[config.mk]
export PLATFORM = sky130hd
export DESIGN_NAME = dstk_ctrl
export DESIGN_NICKNAME = d
export VERILOG_FILES = /design/src/rtl/dstk_pkg.sv /design/src/rtl/dstk_seq.sv /design/src/rtl/dstk_port.sv /design/src/rtl/dstk_capture.sv /design/src/rtl/dstk_ctrl.sv
export SDC_FILE = /design/constraint.sdc
export NUM_CORES = 1
export LEC_CHECK = 0
export BUFFER_PORTS_ARGS = -buffer_cell sky130_fd_sc_hd__buf_2
export CAP_MARGIN = 30
export CORE_MARGIN = 3
export CORE_UTILIZATION = 52
export CTS_BUF_LIST = sky130_fd_sc_hd__clkbuf_4 sky130_fd_sc_hd__clkbuf_8
export CTS_CLUSTER_SIZE = 14
export DETAILED_ROUTE_END_ITERATION = 7
export PLACE_DENSITY = 0.9
export SLEW_MARGIN = 40
export SYNTH_ARGS = -nofsm -noshare
export SYNTH_HDL_FRONTEND = slang
export SYNTH_HIERARCHICAL = 1
export SYNTH_SLANG_ARGS = --single-unit
[constraint.sdc]
create_clock -name clk -period 2.9 [get_ports clk]
set_input_delay 0.29 -clock clk [delete_from_list [all_inputs] [get_ports clk]]
set_output_delay 0.29 -clock clk [all_outputs]
set_load 0.1 [all_outputs]
[src/rtl/dstk_pkg.sv]
package dstk_pkg;
  typedef enum logic [1:0] {
    OP_PUSH_B = 2'd0,
    OP_POP_B  = 2'd1,
    OP_PUSH_R = 2'd2,
    OP_POP_R  = 2'd3
  } op_e;

  typedef enum logic [1:0] {
    PH_IDLE    = 2'd0,
    PH_PUSH_HI = 2'd1,
    PH_POP_LO  = 2'd2
  } phase_e;
endpackage

[src/rtl/dstk_seq.sv]
module dstk_seq
  import dstk_pkg::*;
#(
  parameter int unsigned PW  = 8,
  parameter int unsigned TOP = 223
) (
  input  logic          clk,
  input  logic          rst_n,
  input  logic          op_valid,
  input  logic [1:0]    op_kind,
  input  logic          sw_we,
  input  logic [PW-1:0] sw_wdata,
  output logic [PW-1:0] sp_q,
  output phase_e        phase_q,
  output logic          acc,
  output op_e           acc_kind
);
  localparam logic [PW-1:0] TOP_V = PW'(TOP);
  localparam logic [PW-1:0] ONE   = PW'(1);

  phase_e        phase_n;
  logic [PW-1:0] sp_n;
  logic          step_dn, step_up;

  always_comb begin
    acc_kind = op_e'(op_kind);
    acc      = op_valid && (phase_q == PH_IDLE) && !sw_we;

    step_dn = !sw_we && ((acc && (acc_kind == OP_PUSH_B || acc_kind == OP_PUSH_R))
                         || phase_q == PH_PUSH_HI);
    step_up = !sw_we && ((acc && (acc_kind == OP_POP_B || acc_kind == OP_POP_R))
                         || phase_q == PH_POP_LO);

    phase_n = PH_IDLE;
    if (acc && acc_kind == OP_PUSH_R) phase_n = PH_PUSH_HI;
    if (acc && acc_kind == OP_POP_R)  phase_n = PH_POP_LO;

    sp_n = sp_q;
    if (sw_we)        sp_n = sw_wdata;
    else if (step_dn) sp_n = sp_q - ONE;
    else if (step_up) sp_n = sp_q + ONE;
  end

  always_ff @(posedge clk or negedge rst_n) begin
    if (!rst_n) begin
      sp_q    <= TOP_V;
      phase_q <= PH_IDLE;
    end else begin
      sp_q    <= sp_n;
      phase_q <= phase_n;
    end
  end
endmodule

[src/rtl/dstk_port.sv]
module dstk_port
  import dstk_pkg::*;
#(
  parameter int unsigned PW = 8,
  parameter int unsigned DW = 8
) (
  input  logic            clk,
  input  logic            rst_n,
  input  logic            sw_we,
  input  phase_e          phase_q,
  input  logic            acc,
  input  op_e             acc_kind,
  input  logic [PW-1:0]   sp_q,
  input  logic [DW-1:0]   push_byte,
  input  logic [2*DW-1:0] push_ret,
  output logic [PW-1:0]   mem_addr,
  output logic [DW-1:0]   mem_wdata,
  output logic            mem_we,
  output logic            mem_re
);
  localparam logic [PW-1:0] ONE = PW'(1);

  logic [DW-1:0] hi_q, hi_n;
  logic          hi_en;

  always_comb begin
    mem_addr  = sp_q;
    mem_wdata = '0;
    mem_we    = 1'b0;
    mem_re    = 1'b0;
    hi_en     = acc && acc_kind == OP_PUSH_R;
    hi_n      = push_ret[2*DW-1:DW];
    if (acc) begin
      unique case (acc_kind)
        OP_PUSH_B: begin mem_we = 1'b1; mem_wdata = push_byte; end
        OP_PUSH_R: begin mem_we = 1'b1; mem_wdata = push_ret[DW-1:0]; end
        OP_POP_B, OP_POP_R: begin mem_re = 1'b1; mem_addr = sp_q + ONE; end
        default: ;
      endcase
    end else if (!sw_we && phase_q == PH_PUSH_HI) begin
      mem_we    = 1'b1;
      mem_wdata = hi_q;
    end else if (!sw_we && phase_q == PH_POP_LO) begin
      mem_re   = 1'b1;
      mem_addr = sp_q + ONE;
    end
  end

  always_ff @(posedge clk or negedge rst_n) begin
    if (!rst_n)     hi_q <= '0;
    else if (hi_en) hi_q <= hi_n;
  end
endmodule

[src/rtl/dstk_capture.sv]
module dstk_capture #(
  parameter int unsigned DW = 8
) (
  input  logic            clk,
  input  logic            rst_n,
  input  logic            cap_byte,
  input  logic            cap_hi,
  input  logic            cap_lo,
  input  logic [DW-1:0]   rdata,
  output logic            pop_valid,
  output logic [DW-1:0]   pop_byte,
  output logic            ret_valid,
  output logic [2*DW-1:0] ret_addr
);
  logic [DW-1:0] hi_q;

  always_ff @(posedge clk or negedge rst_n) begin
    if (!rst_n) begin
      pop_valid <= 1'b0;
      ret_valid <= 1'b0;
    end else begin
      pop_valid <= cap_byte;
      ret_valid <= cap_lo;
    end
  end

  always_ff @(posedge clk or negedge rst_n) begin
    if (!rst_n) begin
      pop_byte <= '0;
      hi_q     <= '0;
      ret_addr <= '0;
    end else begin
      if (cap_byte) pop_byte <= rdata;
      if (cap_hi)   hi_q     <= rdata;
      if (cap_lo)   ret_addr <= {hi_q, rdata};
    end
  end
endmodule

[src/rtl/dstk_ctrl.sv]
module dstk_ctrl
  import dstk_pkg::*;
#(
  parameter int unsigned PW    = 8,
  parameter int unsigned DW    = 8,
  parameter int unsigned TOP   = 223,
  parameter int unsigned FLOOR = 96
) (
  input  logic            clk,
  input  logic            rst_n,
  input  logic            op_valid,
  input  logic [1:0]      op_kind,
  input  logic [DW-1:0]   push_byte,
  input  logic [2*DW-1:0] push_ret,
  input  logic            sw_we,
  input  logic [PW-1:0]   sw_wdata,
  output logic [PW-1:0]   sp_rd,
  output logic            busy,
  output logic            bound_err,
  output logic [PW-1:0]   mem_addr,
  output logic [DW-1:0]   mem_wdata,
  output logic            mem_we,
  output logic            mem_re,
  input  logic [DW-1:0]   mem_rdata,
  output logic            pop_valid,
  output logic [DW-1:0]   pop_byte,
  output logic            ret_valid,
  output logic [2*DW-1:0] ret_addr
);
  localparam logic [PW-1:0] FLOOR_V = PW'(FLOOR);

  logic [1:0]    rst_sync;
  logic          rst_i;
  logic [PW-1:0] sp_q;
  phase_e        phase_q;
  logic          acc;
  op_e           acc_kind;

  always_ff @(posedge clk or negedge rst_n) begin
    if (!rst_n) rst_sync <= 2'b00;
    else        rst_sync <= {rst_sync[0], 1'b1};
  end
  assign rst_i = rst_sync[1];

  dstk_seq #(.PW(PW), .TOP(TOP)) seq_i (
    .clk(clk), .rst_n(rst_i), .op_valid(op_valid), .op_kind(op_kind),
    .sw_we(sw_we), .sw_wdata(sw_wdata), .sp_q(sp_q), .phase_q(phase_q),
    .acc(acc), .acc_kind(acc_kind)
  );

  dstk_port #(.PW(PW), .DW(DW)) port_i (
    .clk(clk), .rst_n(rst_i), .sw_we(sw_we), .phase_q(phase_q), .acc(acc),
    .acc_kind(acc_kind), .sp_q(sp_q), .push_byte(push_byte), .push_ret(push_ret),
    .mem_addr(mem_addr), .mem_wdata(mem_wdata), .mem_we(mem_we), .mem_re(mem_re)
  );

  dstk_capture #(.DW(DW)) cap_i (
    .clk(clk), .rst_n(rst_i),
    .cap_byte(acc && acc_kind == OP_POP_B),
    .cap_hi(acc && acc_kind == OP_POP_R),
    .cap_lo(!sw_we && phase_q == PH_POP_LO),
    .rdata(mem_rdata),
    .pop_valid(pop_valid), .pop_byte(pop_byte),
    .ret_valid(ret_valid), .ret_addr(ret_addr)
  );

  assign sp_rd     = sp_q;
  assign busy      = (phase_q != PH_IDLE);
  assign bound_err = (sp_q <= FLOOR_V);
endmodule

### Word level (Yosys, flattened, before mapping)

Index checks and enable logic that the tools add are counted.
W data, S select, Z words.

| storage, ports and cells | value |
|---|---|
| register bits | 54 |
| word-level logic and storage cells | 58 |

| operators by class | value |
|---|---|
| $add $sub $neg | 2 |
| magnitude comparators | 1 |
| eq/ne operators | 5 |
| muxes and demuxes | 19 |
| reduce and logical (&&, ||, !) cells | 22 |

Operators by type and width:

| cell | count |
|---|---|
| $mux W8 | 9 |
| $pmux W8 S2 | 1 |
| $logic_and A1 B1 Y1 | 11 |
| $add A8 B1 Y8 const B | 1 |
| $le A8 B7 Y1 const B | 1 |
| $mux W1 | 8 |
| $sub A8 B1 Y8 const B | 1 |
| $eq A2 B2 Y1 const B | 3 |
| $eq A2 B1 Y1 const B | 2 |
| $logic_not A2 Y1 | 2 |
| $logic_or A1 B1 Y1 | 4 |
| $reduce_or A2 Y1 | 2 |
| $reduce_bool A3 Y1 | 1 |
| $mux W2 | 1 |
| $reduce_bool A2 Y1 | 1 |
| $logic_not A1 Y1 | 1 |

### Logic depth before layout (Yosys ltp)

Gate-level depths: netlist (run 1).

| logic depth | value |
|---|---|
| depth in word-level cells | 9 |
| depth in mapped cells | 11 |

### Cells and area by module

Netlist (run 1), hierarchy kept.

By module, submodules not included:

| module | times used | cells an instance | area each (sq um) |
|---|---|---|---|
| dstk_capture | 1 | 70 | 1290.0 |
| dstk_seq | 1 | 91 | 787.0 |
| dstk_port | 1 | 68 | 684.4 |
| dstk_ctrl | 1 | 12 | 103.8 |

### Least setup slack after synthesis (run 1)

No wires, ideal clock.

| timing path | value |
|---|---|
| path type | register -> output |
| start point | register seq_i.phase_q[0] |
| end point | output port mem_wdata[0] |
| data arrival time | 4020 ps |
| data required time | 2610 ps |
| slack | -1410 ps |
| cell stages (with the launch flop) | 4 |
| buffers on the path | 0 |
| path through | dfrtp_1 -> nor4b_1 -> nand2b_1 -> o21ai_0 |

| between the ends | value |
|---|---|
| cells in the longest elaborated chain, start to end | 4 |

Ends and longest elaborated chain:

| item | line | text |
|---|---|---|
| start, declared | dstk_seq.sv:14 | `output phase_e phase_q,` |
| start signal, assigned | dstk_seq.sv:50 | `phase_q <= phase_n;` |
| $logic_not A2 Y1 | dstk_seq.sv:27 | `acc = op_valid && (phase_q == PH_IDLE) && !sw_we;` |
| $logic_and A1 B1 Y1 (2 in series) | dstk_seq.sv:27 |  |
| net acc | dstk_ctrl.sv:36 | `logic acc;` |
| $mux W8 | dstk_port.sv:33 | `if (acc) begin` |
| end, declared | dstk_ctrl.sv:21 | `output logic [DW-1:0] mem_wdata,` |

The timed path passes the listed nets, and every way through them passes these cells.

### Final worst setup path (run 1)

| timing path | value |
|---|---|
| start point | register seq_i.phase_q[1] |
| end point | output port mem_addr[4] |

RTL lines:

| item | line | text |
|---|---|---|
| $logic_not A2 Y1 | dstk_seq.sv:27 |  |
| $logic_and A1 B1 Y1 (2 in series) | dstk_seq.sv:27 |  |
| net acc | dstk_ctrl.sv:36 |  |
| $mux W8 | dstk_port.sv:33 |  |
| end, declared | dstk_ctrl.sv:20 | `output logic [PW-1:0] mem_addr,` |

The timed path passes the listed nets, and every way through them passes these cells.

==> impl_metrics.toml, run 1 <==
[run_status]
status = "finished clean"

[timing]
setup_viol = 0
tightest_slew_ps = 653
fin_ws_ps = 207
relSlewSlack_pct = 56.5
maxSlewViolCount = 0
fmax_ghz = 0.371
setup_tns_ps = 0
timing.final.crit_share_pct = 92.9
finClkSkew_ps = 9.54
fin_crit_ps = 2690
hold_viol = 0
rsz0062_at_grt = "false"

[power_and_ir_drop]
pwr_density_cell_nw_per_um2 = 811
vdd_ir_drop_max_v = 0.000976
power.leakage_nw = 1.93

[setup_path]
cp-start-kind = "register"
crit_path_end_kind = "output pin"
critPathArrivalTime_ps = 2400
cp.required_ps = 2610
worstSetupPathType = "register to output pin"
worst-path-max-fanout = 10

[synthesis]
ys_seq_area_share_pct = 47.5
netlist_area_um2 = 2870
syn_area_per_cell_um2 = 11.9
synthSimpleGateAreaFrac_pct = 10.7
synth_nets = 295
yosysWarnings = 6
synthMuxAreaShare_pct = 21.0
synth_top_family_by_area = "multiplexers"
synth-compound-area-share_pct = 9.91
synth_xor_area_share_pct = 3.36
ys_ff_latch = 54
synthAdderAreaFrac_pct = 3.76
synth-main-ff-cell = "dfrtp_1"
yosysUniqueCellTypes = 47
synthArstFlopShare_pct = 100
synthCells = 241
synth_edf_count = 0

[clock_tree]
root_buffer = "clkbuf_8"
cts_hold_buffers = 1
numClockSinks = 54
cts_resized = 0
clk_pin_slew_ps = 100
cts_max_path_buffers = 2
cts_setup_buffers = 0
cts_made_buffers = 5
htree_levels = 2
cts_tree = "built"
worst_skew_pair.late_latency_ps = 310

[drt]
first_pass_iters = 5
route.detailed.wl_per_inst_um = 17.5
antenna_left = 0
vias = 2301
drt-initial-drc-count = 163
viasPerCell = 5.54
wirelength_mm = 7.25
drc = 0

[die]
coreArea_um2 = 5200
die-area_um2 = 6440
die_x_um = 80.2
start_util_pct = 55.0
fp-row-count = 26
fp.dieH_um = 80.2
ioPinCount = 100

[global_route]
grt_pass1_wl_mm = 11.6
grt_overflow = 0
grt_max_degree = 53
grtUsageTotal_pct = 23.2
antenna_found_initial = 0
grt_pass1_vias = 2418

[cells_and_area]
nets = 398
antenna_cells = 0
n_fill_cell = 328
drive_gt1_share_pct = 53.9
syn2layout_area_growth_pct = 40.0

[placed_design]
io_buffers = 99
place.gp.congestion = 0.808
pre_cts_ws_ps = 135
dp_hpwl_mm = 5.54

[min_path]
hp-class = "input port to register"

[job]
cap_violations = 0
-- routing by layer --
| metal | routed length (µm) | vias to the layer above | GRT usage, % |
|---|---|---|---|
| met2 | 4030 | 87 | 44.8 |
| met5 | 0 | - | 0 |
| met1 | 2760 | 1140 | 26.0 |
| met4 | 31 | 0 | 4.39 |
| li1 | - | 1068 | - |
| met3 | 426 | 6 | 5.16 |
-- power by group --
| part | switching [W] | internal, W | leakage, nW | total (W) |
|---|---|---|---|---|
| clock | 0.000262 | 0.000264 | 0.0591 | 0.000525 |
| combinational | 0.00124 | 0.000418 | 1.21 | 0.00166 |
| sequential | 0.000142 | 0.000926 | 0.653 | 0.00107 |
| total | 0.00164 | 0.00161 | 1.93 | 0.00325 |
-- state kept, by name, summed over array words and instances, names as in the netlist --
name,count
seq_i/phase_q,2
cap_i/hi_q,8
seq_i/sp_q,8
cap_i/pop_valid,1
cap_i/pop_byte,8
port_i/hi_q,8
cap_i/ret_valid,1
rst_sync,2
cap_i/ret_addr,16
-- worst max-delay path, stage by stage, from the launching register on --
cell	delay, ps
dfrtp_1	560
nor4b_2	100
buf_4	180
nor4b_4	440
o2111ai_1	360
xnor2_4	250
buf_12	190
-- cells in the final DEF (no fill, tap or decap), types with 4 or more instances in the layout --
cell      instances
clkbuf_8          5
a21oi_1           5
and3_1            4
xnor2_2           4
nor2_1            8
o21ai_0          11
buf_12           18
ha_1              7
mux2_4           11
dfrtp_1          46
dfstp_2           7
a21o_1            4
o21ai_4           8
mux2_2           30
inv_1             6
mux2i_1          10
nor3_1            5
buf_2            81
nand2_1          18
buf_4             7
-- area by class of cell --
class                           count  area, µm²  area share [%]
Clock buffer                        5       68.8            1.72
Clock inverter                      3       47.5            1.19
Inverter                            6       22.5           0.562
Multi-Input combinational cell    170       1590            39.7
Sequential cell                    54       1360            34.0
Tap cell                           70       87.6            2.18
Timing Repair Buffer              107        828            20.7
-- kinds of logic (layout without fill, tap and decap cells) --
logic type,after synthesis,after routing
and+or+nand+nor,54,54
xor gates and xnor gates,11,11
muxes,51,51
AOI/OAI and AO/OA,45,45
buffers and inverters,17,121
other,1,1
adders and majority gates,8,8
DFF,54,54
-- Yosys cell counts, drive strengths merged (2+ instances only) --
master	instances	share of area, %
a21o	4	1.0
nor2	9	1.3
ha	7	3.1
mux2	41	18
clkbuf	2	0.26
and3	4	0.87
inv	6	0.79
dfstp	7	6.4
mux2i	10	3.5
nor3b	2	0.52
dfrtp	47	41
nor2b	2	0.44
nor4b	3	1.7
nand2	18	2.4
o21a	2	0.52
nor3	5	0.87
buf	9	2.6
o21ai	21	3.7
xor2	2	0.61
xnor2	9	2.8
nand2b	3	0.66
o2111ai	3	0.92
a211oi	3	0.79
a21oi	5	0.87
o211ai	3	0.79
-- final timing paths --
path / from / to / slack (ps) / cells past startpoint
hold / removal: sw_wdata[7] / seq_i/sp_q[7] / 190 / 3
min in group asynchronous: rst_n / rst_sync[1] / 290 / 2
hold reg to reg: rst_sync[0] / rst_sync[1] / 350 / 0
setup / recovery: seq_i/phase_q[1] / mem_addr[4] / 210 / 6
max in group asynchronous: rst_sync[1] / cap_i/ret_addr[0] / 2090 / 0
setup reg to reg: seq_i/phase_q[1] / seq_i/sp_q[7] / 280 / 9
-- stage by stage --
stage          total power [W]  utilization (%)  instance area (µm²)  instances  hold slack, ps
6_report               0.00325             77.0                 4010        415             185
5_1_grt                0.00336             77.0                 4010        415             190
4_1_cts                0.00327             77.0                 4010        415             176
3_5_place_dp           0.00275             74.6                 3880        406            77.5
3_3_place_gp           0.00269             74.6                 3880        406            76.0
2_1_floorplan          0.00238                -                 3050        241           -5.59
Power figures use the tool's default switching activity.
==> run 2: changes to the inputs <==
--- a/config.mk
+++ b/config.mk
@@ -8,11 +8,11 @@
 export BUFFER_PORTS_ARGS = -buffer_cell sky130_fd_sc_hd__buf_2
 export CAP_MARGIN = 30
 export CORE_MARGIN = 3
-export CORE_UTILIZATION = 52
+export CORE_UTILIZATION = 26
 export CTS_BUF_LIST = sky130_fd_sc_hd__clkbuf_4 sky130_fd_sc_hd__clkbuf_8
 export CTS_CLUSTER_SIZE = 14
 export DETAILED_ROUTE_END_ITERATION = 7
-export PLACE_DENSITY = 0.9
+export PLACE_DENSITY = 0.54
 export SLEW_MARGIN = 40
 export SYNTH_ARGS = -nofsm -noshare
 export SYNTH_HDL_FRONTEND = slang
==> impl_metrics.toml, run 2 (same netlist as run 1, synthesis figures left out) <==
[run_status]
status = "finished clean"

[drt]
first_pass_iters = 4
wirelength_mm = 6.97
antenna_left = 0
drc = 0
vias = 2213
route.detailed.wl_per_inst_um = 14.5
drt-initial-drc-count = 65
viasPerCell = 4.59

[die]
coreArea_um2 = 10500
ioPinCount = 100
die-area_um2 = 12300
die_x_um = 111
start_util_pct = 27.3
fp-row-count = 37
fp.dieH_um = 111

[global_route]
grtUsageMet3_pct = 3.06
gr-max-usage-layer = "met2"
grt_pass1_vias = 2314
grt_max_degree = 33
grt_overflow = 0
met1_usage_pct = 15.1
grt_pass1_wl_mm = 11.8
grtUsageTotal_pct = 11.6
antenna_found_initial = 0
use_met2_pct = 19.5

[min_path]
hp-class = "input port to register"
min_path_cells = 3
worstHoldStart = "sw_wdata[7]"

[setup_path]
crit_path_end_kind = "output pin"
critPathArrivalTime_ps = 2330
slowest_stage = "dfrtp_1"
cp.required_ps = 2610
worst-path-max-fanout = 10
r2r_cells = 9
crit_chain = "nor4b_2 -> buf_4 -> nor4b_4 -> o2111ai_1 -> xnor2_4 -> buf_12"
startpoint = "seq_i/phase_q[1]"
worst_r2r_endpoint = "seq_i/sp_q[7]"
setup.worst_path.end = "mem_addr[5]"
worstSetupPathType = "register to output pin"
rrSetupSlack_ps = 310
timing.rr.start = "seq_i/phase_q[1]"
cpPeakStageDelay_ps = 550
cp-start-kind = "register"

[timing]
hold_viol = 0
finClkSkew_ps = 8.76
fmax_ghz = 0.382
setup_viol = 0
fin_crit_ps = 2620
timing.final.crit_share_pct = 90.4
setup_tns_ps = 0
rsz0062_at_grt = "false"
maxSlewViolCount = 0

[power_and_ir_drop]
vdd_ir_drop_max_v = 0.000526
power.total_w = 0.00322
power.leakage_nw = 1.93
pwr_density_cell_nw_per_um2 = 787

[cells_and_area]
antenna_cells = 0
nets = 399
largest-register = "cap_i/ret_addr"
drive_gt1_share_pct = 54.0
final_cell_mix = "buf_2, dfrtp_1, mux2_2"
n_fill_cell = 1023
largest_reg_flops = 16
final_common_cell = "buf_2"
syn2layout_area_growth_pct = 43.0

[placed_design]
dp_hpwl_mm = 5.37
io_buffers = 99
place.gp.congestion = 0.894

[clock_tree]
cts_made_buffers = 5
htree_levels = 2
numClockSinks = 54
worst_skew_pair.late_latency_ps = 310
cts_setup_buffers = 0
cts_max_path_buffers = 2
root_buffer = "clkbuf_8"
clk_pin_slew_ps = 100
cts_tree = "built"
cts_resized = 0

[job]
cap_violations = 0
==> run 2: power by group <==
part / internal [W] / total (W) / switching (W) / leakage [nW]
registers: 0.000926 / 0.00105 / 0.000127 / 0.653
logic: 0.000418 / 0.00165 / 0.00123 / 1.22
clock network: 0.000262 / 0.000524 / 0.000262 / 0.0587
total: 0.00161 / 0.00322 / 0.00162 / 1.93
==> run 2: worst min path at each step <==
stage / to / slack, ps
after CTS: seq_i/sp_q[7] / 170
final: seq_i/sp_q[7] / 190
after detailed placement: rst_sync[0] / 80
after global routing: seq_i/sp_q[7] / 180
after global placement: rst_sync[0] / 80
after floorplan: rst_sync[0] / -6
==> run 2: layer usage <==
metal / part of all wire [%] / vias up
li1: - / 1067
met1: 45 / 1076
met2: 48 / 64
met3: 5.5 / 6
met4: 0.85 / 0
met5: 0 / -
==> run 2: layout make-up <==
type / count / area (µm²) / area share (%)
clock buffer: 5 / 68.8 / 1.68
tap: 136 / 170 / 4.15
clock inverter: 3 / 47.5 / 1.16
multi-input combinational: 170 / 1590 / 38.8
timing repair buffer: 108 / 836 / 20.4
sequential: 54 / 1360 / 33.2
inverter: 6 / 22.5 / 0.550
==> run 2: timing repair <==
item	4_1_cts	5_1_grt
hold buffers	1	0
endpoints found under the hold margin	2	0
setup endpoints to repair	0	0
==> run 2: worst max-delay path, delay by kind of cell (launching register included) <==
kind,cells,cell delay (ps)
DFF,1,550
and+or+nand+nor,2,530
buffers and inverters,2,370
AOI/OAI and AO/OA,1,330
xor gates and xnor gates,1,230
==> run 2: metrics by stage <==
stage	util [%]	area (µm²)	setup slack (ps)	cells	hold WS, ps
after floorplan	-	3050	62.4	241	-5.59
after global placement	37.8	3970	209	473	79.0
after detailed placement	37.8	3970	109	473	79.0
after CTS	39.0	4100	234	482	174
after global routing	39.0	4100	49.9	482	178
final	39.0	4100	279	482	189
